`src/rtl/hcg_pkg.sv`:
```
package hcg_pkg;
  localparam logic [3:0] SCAN_TRUE = 4'b0110;

  typedef enum logic {
    REG_HINT   = 1'b0,
    REG_STATUS = 1'b1
  } reg_sel_e;

  // bit positions shared by hint, status, idle and enable vectors
  typedef enum int {
    UNIT_AES       = 0,
    UNIT_HMAC      = 1,
    UNIT_KMAC      = 2,
    UNIT_OTBN_IO   = 3,
    UNIT_OTBN_MAIN = 4
  } unit_e;
endpackage

```
`src/rtl/hcg_sync.sv`:
```
module hcg_sync #(
  parameter int          W         = 5,
  parameter int          STAGES    = 2,
  parameter logic [W-1:0] RESET_VAL = '1
) (
  input  logic         clk_i,
  input  logic         rst_ni,
  input  logic [W-1:0] d_i,
  output logic [W-1:0] q_o
);
  logic [W-1:0] stg [STAGES];

  always_ff @(posedge clk_i or negedge rst_ni) begin
    if (!rst_ni) stg[0] <= RESET_VAL;
    else         stg[0] <= d_i;
  end

  AST_SYNC_FIRST: assert property (@(posedge clk_i) disable iff (!rst_ni)
    ##1 stg[0] == $past(d_i));

  for (genvar i = 1; i < STAGES; i++) begin : g_stage
    always_ff @(posedge clk_i or negedge rst_ni) begin
      if (!rst_ni) stg[i] <= RESET_VAL;
      else         stg[i] <= stg[i-1];
    end

    AST_SYNC_STEP: assert property (@(posedge clk_i) disable iff (!rst_ni)
      ##1 stg[i] == $past(stg[i-1]));
  end

  assign q_o = stg[STAGES-1];
endmodule

```
`src/rtl/hcg_hint_reg.sv`:
```
module hcg_hint_reg
  import hcg_pkg::*;
#(
  parameter int N = 5
) (
  input  logic         clk_i,
  input  logic         rst_ni,
  input  logic         we_i,
  input  logic         addr_i,
  input  logic [N-1:0] wdata_i,
  input  logic [N-1:0] status_i,
  output logic [N-1:0] rdata_o,
  output logic [N-1:0] hint_o
);
  logic [N-1:0] hint_q;
  logic         hint_wr;

  assign hint_wr = we_i && (addr_i == REG_HINT);

  always_ff @(posedge clk_i or negedge rst_ni) begin
    if (!rst_ni)      hint_q <= '1;
    else if (hint_wr) hint_q <= wdata_i;
  end

  always_comb begin
    unique case (reg_sel_e'(addr_i))
      REG_HINT:   rdata_o = hint_q;
      REG_STATUS: rdata_o = status_i;
      default:    rdata_o = '0;
    endcase
  end

  assign hint_o = hint_q;

  AST_HINT_LOAD: assert property (@(posedge clk_i) disable iff (!rst_ni)
    (we_i && addr_i == REG_HINT) |=> hint_q == $past(wdata_i));
  AST_STATUS_WR_IGNORED: assert property (@(posedge clk_i) disable iff (!rst_ni)
    (we_i && addr_i == REG_STATUS) |=> $stable(hint_q));
  AST_HINT_HOLD: assert property (@(posedge clk_i) disable iff (!rst_ni)
    !we_i |=> $stable(hint_q));
endmodule

```
`src/rtl/hcg_unit_gate.sv`:
```
module hcg_unit_gate (
  input  logic clk_i,
  input  logic rst_ni,
  input  logic hint_sync_i,
  input  logic idle_i,
  input  logic dom_en_i,
  input  logic scan_on_i,
  output logic en_o
);
  logic want_run;

  // a busy unit overrides a stop request
  assign want_run = hint_sync_i | ~idle_i;
  assign en_o     = scan_on_i | (dom_en_i & want_run);

  AST_BUSY_KEEPS_CLK: assert property (@(posedge clk_i) disable iff (!rst_ni)
    (dom_en_i && !idle_i) |-> en_o);
  AST_DOM_OFF: assert property (@(posedge clk_i) disable iff (!rst_ni)
    (!dom_en_i && !scan_on_i) |-> !en_o);
  AST_IDLE_STOPS: assert property (@(posedge clk_i) disable iff (!rst_ni)
    ($rose(idle_i) && !hint_sync_i && !scan_on_i) |-> !en_o);
endmodule

```
`src/rtl/hint_clk_gate.sv`:
```
module hint_clk_gate
  import hcg_pkg::*;
#(
  parameter int NUM_UNITS   = 5,
  parameter int SYNC_STAGES = 2
) (
  input  logic                 clk_i,
  input  logic                 rst_ni,
  input  logic                 reg_we_i,
  input  logic                 reg_addr_i,
  input  logic [NUM_UNITS-1:0] reg_wdata_i,
  output logic [NUM_UNITS-1:0] reg_rdata_o,
  input  logic [NUM_UNITS-1:0] unit_idle_i,
  input  logic                 dom_en_i,
  input  logic [3:0]           scan_mode_i,
  output logic [NUM_UNITS-1:0] unit_en_o
);
  localparam logic [NUM_UNITS-1:0] HINT_RST = '1;

  logic [NUM_UNITS-1:0] hint_q;
  logic [NUM_UNITS-1:0] hint_sync;
  logic                 scan_on;

  // scan decode stays off the synchronizers: asynchronous force
  assign scan_on = (scan_mode_i == SCAN_TRUE);

  hcg_hint_reg #(.N(NUM_UNITS)) u_reg (
    .clk_i    (clk_i),
    .rst_ni   (rst_ni),
    .we_i     (reg_we_i),
    .addr_i   (reg_addr_i),
    .wdata_i  (reg_wdata_i),
    .status_i (unit_en_o),
    .rdata_o  (reg_rdata_o),
    .hint_o   (hint_q)
  );

  hcg_sync #(.W(NUM_UNITS), .STAGES(SYNC_STAGES), .RESET_VAL(HINT_RST)) u_sync (
    .clk_i  (clk_i),
    .rst_ni (rst_ni),
    .d_i    (hint_q),
    .q_o    (hint_sync)
  );

  for (genvar u = 0; u < NUM_UNITS; u++) begin : g_unit
    hcg_unit_gate u_gate (
      .clk_i       (clk_i),
      .rst_ni      (rst_ni),
      .hint_sync_i (hint_sync[u]),
      .idle_i      (unit_idle_i[u]),
      .dom_en_i    (dom_en_i),
      .scan_on_i   (scan_on),
      .en_o        (unit_en_o[u])
    );
  end

  AST_SCAN_ALL_ON: assert property (@(posedge clk_i) disable iff (!rst_ni)
    (scan_mode_i == 4'b0110) |-> (&unit_en_o));
  AST_STATUS_READ: assert property (@(posedge clk_i) disable iff (!rst_ni)
    (reg_addr_i == 1'b1) |-> (reg_rdata_o == unit_en_o));
  AST_RESET_ALL_RUN: assert property (@(posedge clk_i) disable iff (!rst_ni)
    ($rose(rst_ni) && dom_en_i) |-> (&unit_en_o));
endmodule

```
`config.mk`:
```
export PLATFORM = sky130hd
export DESIGN_NAME = hint_clk_gate
export DESIGN_NICKNAME = d
export VERILOG_FILES = /design/src/rtl/hcg_pkg.sv /design/src/rtl/hcg_sync.sv /design/src/rtl/hcg_hint_reg.sv /design/src/rtl/hcg_unit_gate.sv /design/src/rtl/hint_clk_gate.sv
export SDC_FILE = /design/constraint.sdc
export NUM_CORES = 1
export LEC_CHECK = 0
export ABC_AREA = 1
export CAP_MARGIN = 20
export CORE_UTILIZATION = 43
export CTS_CLUSTER_SIZE = 24
export DETAILED_ROUTE_END_ITERATION = 12
export GPL_TIMING_DRIVEN = 0
export PLACE_DENSITY_LB_ADDON = 0.15
export SKIP_CTS_REPAIR_TIMING = 1
export SLEW_MARGIN = 20
export SYNTH_ARGS = -nofsm -noshare
export SYNTH_HDL_FRONTEND = slang
export SYNTH_SLANG_ARGS = --single-unit
```
`constraint.sdc`:
```
create_clock -name clk_i -period 2.2 [get_ports clk_i]
set_clock_uncertainty 0.1 [all_clocks]
set_input_delay 0.22 -clock clk_i [delete_from_list [all_inputs] [get_ports clk_i]]
set_output_delay 0.22 -clock clk_i [all_outputs]
set_load 0.005 [all_outputs]
```
==> results_dict.tcl, run 1 <==
set metrics [dict create \
    relSlewSlack_pct 59.0 \
    crit_path_max_incr_delay_ps 520 \
    finalInstanceArea_um2 986 \
    critPathRequiredTime_ps 1880 \
    drc 0 \
    grt_pass1_wl_um 1830 \
    ys_types 8 \
    routabilityCongestion 0.665 \
    yosys.area.top_type "dfstp_2" \
    ys_warn_count 0 \
    io_pins 29 \
    clk_path_buf_depth 2 \
    yosysSeqAreaShare_pct 59.8 \
    syn_area_um2 659 \
    setup_slack_ps 244 \
    finalCritPeriodShare_pct 88.9 \
    std_cell_rows 13 \
    instances_no_fill 124 \
    die_x_um 41.2 \
    die_h_um 41.2 \
    grt_pass1_vias 459 \
    hp-class "reg -> reg" \
    cts_root_buf "clkbuf_4" \
    synth_area_leaders "dfstp_2 (60%), nand2_1 (24%), buf_4 (5.7%), nand3_1 (3.8%), inv_1 (3.4%)" \
    drt_wl_total_um 1260 \
    netlist_instances 77 \
    syn_to_final_growth_pct 49.5 \
    avgSynthCellArea_um2 8.56 \
    path_buf_inv 2 \
    status "finished, final reports clean" \
    placed_cell_area_um2 958 \
    crit_chain "inv_1 > nand2_1 > nand2_1 > nand2_1 > nand2_1 > nand2_1 > clkdlybuf4s50_1" \
    final.fill_count 106 \
    grt_max_degree 16 \
    final.min_clock_period_ps 1960 \
    gr-total-overflow 0 \
    ant_nets 0 \
    peakVddDrop_v 0.000380 \
    final_nets 129 \
    port_buffers 28 \
    core_um2 1370 \
    worstPathArrival_ps 1640 \
    dp_hpwl_um 996 \
    rsz0062_at_grt "false" \
    slew_violations 0 \
    cts.sink_count 15 \
    track_usage_pct 17.3 \
    leakagePower_nw 0.490 \
    drt-pass1-iter-count 5 \
    clk_latency_ps 270 \
    cp-end-kind "output pin" \
    drive_gt1_share_pct 23.9 \
    synth_seq_cells 15 \
    preCtsSetupSlack_ps 253 \
    power_density_nw_per_um2 650 \
    clk_pin_slew_ps 80 \
    setup_viol 0 \
    syn_nets 96 \
    power_mw 0.641 \
    cts_tree "built" \
    clock.fmax_mhz 511 \
    insertedDiodeCount 0 \
    cap_violations 0 \
    cp_slowest_cell "dfstp_2" \
    grt_antenna_before_repair 0 \
    path_common_cell "nand2_1" \
    fin_setup_tns_ps 0 \
    cts_buffers 3 \
    hold_viol 0 \
    cts.htree.levels 1 \
    path_max_fanout 2 \
    vias 545 \
    dp_cells 120 \
    die_area_um2 1690 \
    start_util_pct 48.3 \
    startpoint_type "register" \
    via_per_inst 4.40 \
    wl_per_cell_um 10.2 \
    yosysTopAreaCellShare_pct 59.8 \
    first_iter_violations 1 \
    crit_family "buffers and inverters" \
    worstMarginPinSlew_ps 612 \
    critPathKind "reg -> out" \
]
## worst reg2reg max path, cell delays in order (launching register included)
cell	delay [ps]
dfstp_2	560
nand2_1	50
nand2_1	70
## cell type report
cell class	count	area, um2	area share, %
inverter	7	26.3	2.66
multi-input combinational	49	190	19.3
buffer	6	48.8	4.95
clock inverter	1	5.00	0.508
tap	15	18.8	1.90
clock buffer	3	22.5	2.28
sequential	15	394	40.0
timing repair buffer	28	280	28.4
## logic make-up after synthesis
group	count (synthesis)	share of synthesized area, %
AND/OR/NAND/NOR	49	28.8
flip-flops	15	59.8
buffers and inverters	13	11.4
## per-layer routing
layer	wire length [um]	up-vias	GRT usage (%)
met4	12	0	12.1
met1	495	231	17.1
met3	94	2	3.26
met5	0	-	0
met2	657	22	31.6
li1	-	290	-
## final timing paths
kind / start / end / slack (ps) / cells after the start
max in group asynchronous: rst_ni / u_reg.hint_o[0] / 1390 / 1
worst max-delay path: u_sync.q_o[3] / reg_rdata_o[3] / 240 / 7
worst max register to register: u_reg.hint_o[1] / u_reg.hint_o[1] / 1370 / 2
worst min-delay path: u_sync.stg[8] / u_sync.q_o[3] / 260 / 0
min in group asynchronous: rst_ni / u_sync.stg[9] / 580 / 1
worst min register to register: u_sync.stg[8] / u_sync.q_o[3] / 260 / 0
## report_power, final
part / total (mW) / switching, mW / internal, mW
combinational: 0.141 / 0.0529 / 0.0885
clock: 0.149 / 0.0813 / 0.0674
sequential: 0.351 / 0.0156 / 0.335
## stage by stage
stage	utilization, %	hold slack [ps]
global route	72.2	264
detailed placement	70.1	249
global placement	70.1	246
finish	72.2	261
CTS	72.2	262
floorplan	-	-27.8
## synth_stat cells
cell,count
nand3_1,5
nand2_1,43
buf_4,5
nor2_1,1
buf_6,1
inv_1,6
inv_2,1
dfstp_2,15
## placed cells by master (no fill, tap or decap), drive strengths merged
cell type	n
dfstp	15
clkbuf	3
inv	7
nand2	43
clkinv	1
nor2	1
clkdlybuf4s50	28
nand3	5
buf	6
## flip-flops by register name (all words and copies together), names as in the netlist
| name | count |
|---|---|
| u_reg.hint_o | 5 |
| u_sync.q_o | 5 |
| u_sync.stg | 5 |
(Power assumes the default switching activity.)
==> run 2: changes to the inputs <==
==> constraint.sdc (replaced) <==
create_clock -name clk_i -period 2.2 [get_ports clk_i]
set_clock_uncertainty 0.1 [all_clocks]
set_input_delay 0.44 -clock clk_i [delete_from_list [all_inputs] [get_ports clk_i]]
set_output_delay 0.44 -clock clk_i [all_outputs]
set_load 0.005 [all_outputs]
==> run 2 against run 1 <==
Against the previous run: routed wire length rose by 5.1%; non-clock buffer count rose by 1; first-iteration DRC count did not move; design area rose by 5.1%; critical endpoint is now reg_rdata_o[0]; largest power group unchanged.
==> results_dict.tcl, run 2 (synthesized netlist as in run 1, its figures left out) <==
set metrics [dict create \
    via_per_inst 4.46 \
    p_clk_share_pct 23.2 \
    swShare_pct 24.0 \
    gr-total-overflow 0 \
    grt_max_degree 16 \
    io_pins 29 \
    hp-class "reg -> reg" \
    crit_family "buffers and inverters" \
    final_nets 130 \
    clk_pin_slew_ps 80 \
    path_buf_inv 3 \
    power_frac_comb_pct 22.0 \
    port_buffers 28 \
    preCtsSetupSlack_ps -187 \
    path_common_cell "nand2_1" \
    first_iter_violations 1 \
    clk_latency_ps 270 \
    cts.htree.levels 1 \
    hold_viol 0 \
    peakVddDrop_v 0.000400 \
    grt_pass1_wl_um 1830 \
    grt_antenna_before_repair 0 \
    drt-pass1-iter-count 5 \
    cts_tree "built" \
    cts_root_buf "clkbuf_4" \
    switchingPower_mw 0.154 \
    cap_violations 0 \
    startpoint_type "input pin" \
    setup_viol 0 \
    setup_slack_ps 115 \
    crit_path_max_incr_delay_ps 410 \
    finalCritPeriodShare_pct 94.8 \
    drive_gt1_share_pct 31.8 \
    dp_hpwl_um 996 \
    final_cell_mix "nand2_1 (38), clkdlybuf4s50_1 (17), dfstp_2 (15)" \
    die_h_um 41.2 \
    seq_power_share_pct 54.8 \
    crit_chain "clkdlybuf4s50_1 > nor2_2 > nand2_4 > buf_4 > nand2_1 > nand2_1 > nand2_1 > dlymetal6s2s_1" \
    reg2reg_from "u_reg.hint_o[1]" \
    status "finished, final reports clean" \
    internal_power_mw 0.487 \
    final.min_clock_period_ps 2080 \
    worstPathArrival_ps 1540 \
    syn_to_final_growth_pct 57.1 \
    wl_per_cell_um 10.6 \
    routabilityCongestion 0.665 \
    start_util_pct 48.3 \
    critPathKind "in -> out" \
    whs_endpoint "u_sync.q_o[3]" \
    fin_util_pct 75.8 \
    drt_wl_total_um 1320 \
    std_cell_rows 13 \
    worst-r2r-setup-slack_ps 1370 \
    r2r_cells 2 \
    final_common_cell "nand2_1" \
    critPathRequiredTime_ps 1660 \
    track_usage_pct 17.3 \
    leakagePower_nw 0.620 \
    holdWs_ps 261 \
    min_path_cells 0 \
    path_max_fanout 5 \
    clk_path_buf_depth 2 \
    hold_start "u_sync.stg[8]" \
    cp-end-kind "output pin" \
    slew_violations 0 \
    cts.sink_count 15 \
    power_density_nw_per_um2 619 \
    insertedDiodeCount 0 \
    reg2reg_to "u_reg.hint_o[1]" \
    ant_nets 0 \
    worstMarginPinSlew_ps 612 \
    cts_buffers 3 \
    cp_slowest_cell "clkdlybuf4s50_1" \
    die_area_um2 1690 \
    vias 557 \
    drc 0 \
    clock.fmax_mhz 480 \
    core_um2 1370 \
    grt_pass1_vias 459 \
    power_mw 0.641 \
    rsz0062_at_grt "false" \
    final.fill_count 99 \
    relSlewSlack_pct 59.1 \
    die_x_um 41.2 \
]
[run 2: changes by cell type in the layout (fill, tap and decap cells not counted)]
| cell | before | now |
|---|---|---|
| nand2_1 | 43 | 38 |
| nor2_1 | 1 | 0 |
| clkdlybuf4s50_1 | 28 | 17 |
| inv_2 | 1 | 2 |
| buf_4 | 5 | 7 |
| nand2_4 | 0 | 1 |
| nor2_2 | 0 | 1 |
| nand2_2 | 0 | 4 |
| inv_1 | 6 | 5 |
| dlymetal6s2s_1 | 0 | 10 |
[run 2: metal layers]
| metal | share of wire [%] | global-route usage [%] | wire length (um) |
|---|---|---|---|
| met3 | 7.5 | 3.26 | 99 |
| met4 | 0.91 | 12.1 | 12 |
| met2 | 54 | 31.6 | 718 |
| met5 | 0 | 0 | 0 |
| met1 | 37 | 17.1 | 493 |
[run 2: final cells by class]
class / instances / area (um2) / area share, %
Buffer: 6 / 48.8 / 4.71
Clock buffer: 3 / 22.5 / 2.17
Clock inverter: 1 / 5.00 / 0.483
Inverter: 7 / 26.3 / 2.54
Multi-Input combinational cell: 49 / 210 / 20.3
Sequential cell: 15 / 394 / 38.0
Tap cell: 15 / 18.8 / 1.81
Timing Repair Buffer: 29 / 310 / 30.0
[run 2: worst reg2reg max path, cell delays in order (launching register included)]
cell	delay [ps]
dfstp_2	560
nand2_1	50
nand2_1	70
[run 2: worst max path at each step]
stage | startpoint | endpoint | slack, ps | depth (start not counted)
6_report | scan_mode_i[3] | reg_rdata_o[0] | 120 | 8
5_1_grt | scan_mode_i[3] | reg_rdata_o[0] | 20 | 8
3_3_place_gp | scan_mode_i[2] | reg_rdata_o[1] | -160 | 8
2_1_floorplan | scan_mode_i[2] | unit_en_o[0] | 840 | 5
4_1_cts | scan_mode_i[2] | reg_rdata_o[3] | -180 | 8
3_5_place_dp | scan_mode_i[2] | reg_rdata_o[3] | -190 | 8
[run 2: power by group through the flow]
stage | registers, mW | clock network [mW] | logic (mW)
final | 0.351 | 0.149 | 0.141
after global routing | 0.356 | 0.171 | 0.156
after CTS | 0.351 | 0.158 | 0.144
after detailed placement | 0.356 | 0 | 0.143
after global placement | 0.352 | 0 | 0.139
after floorplan | 0.350 | 0 | 0.0574
[run 2: per-stage QoR]
step | TNS (ps) | area [um2] | std cells
after floorplan | 0 | 659 | 77
after global placement | -1380 | 958 | 120
after detailed placement | -1580 | 958 | 120
after CTS | -1550 | 986 | 124
after global routing | 0 | 1040 | 125
final | 0 | 1040 | 125
==> run 3: changes to the inputs <==
--- a/config.mk
+++ b/config.mk
@@ -6,7 +6,7 @@
 export NUM_CORES = 1
 export LEC_CHECK = 0
 export ABC_AREA = 1
-export CAP_MARGIN = 20
+export CAP_MARGIN = 0
 export CORE_UTILIZATION = 43
 export CTS_CLUSTER_SIZE = 24
 export DETAILED_ROUTE_END_ITERATION = 12
==> results of run 3 <==
No change in the layout: final DEF, timing and power equal those of run 2.
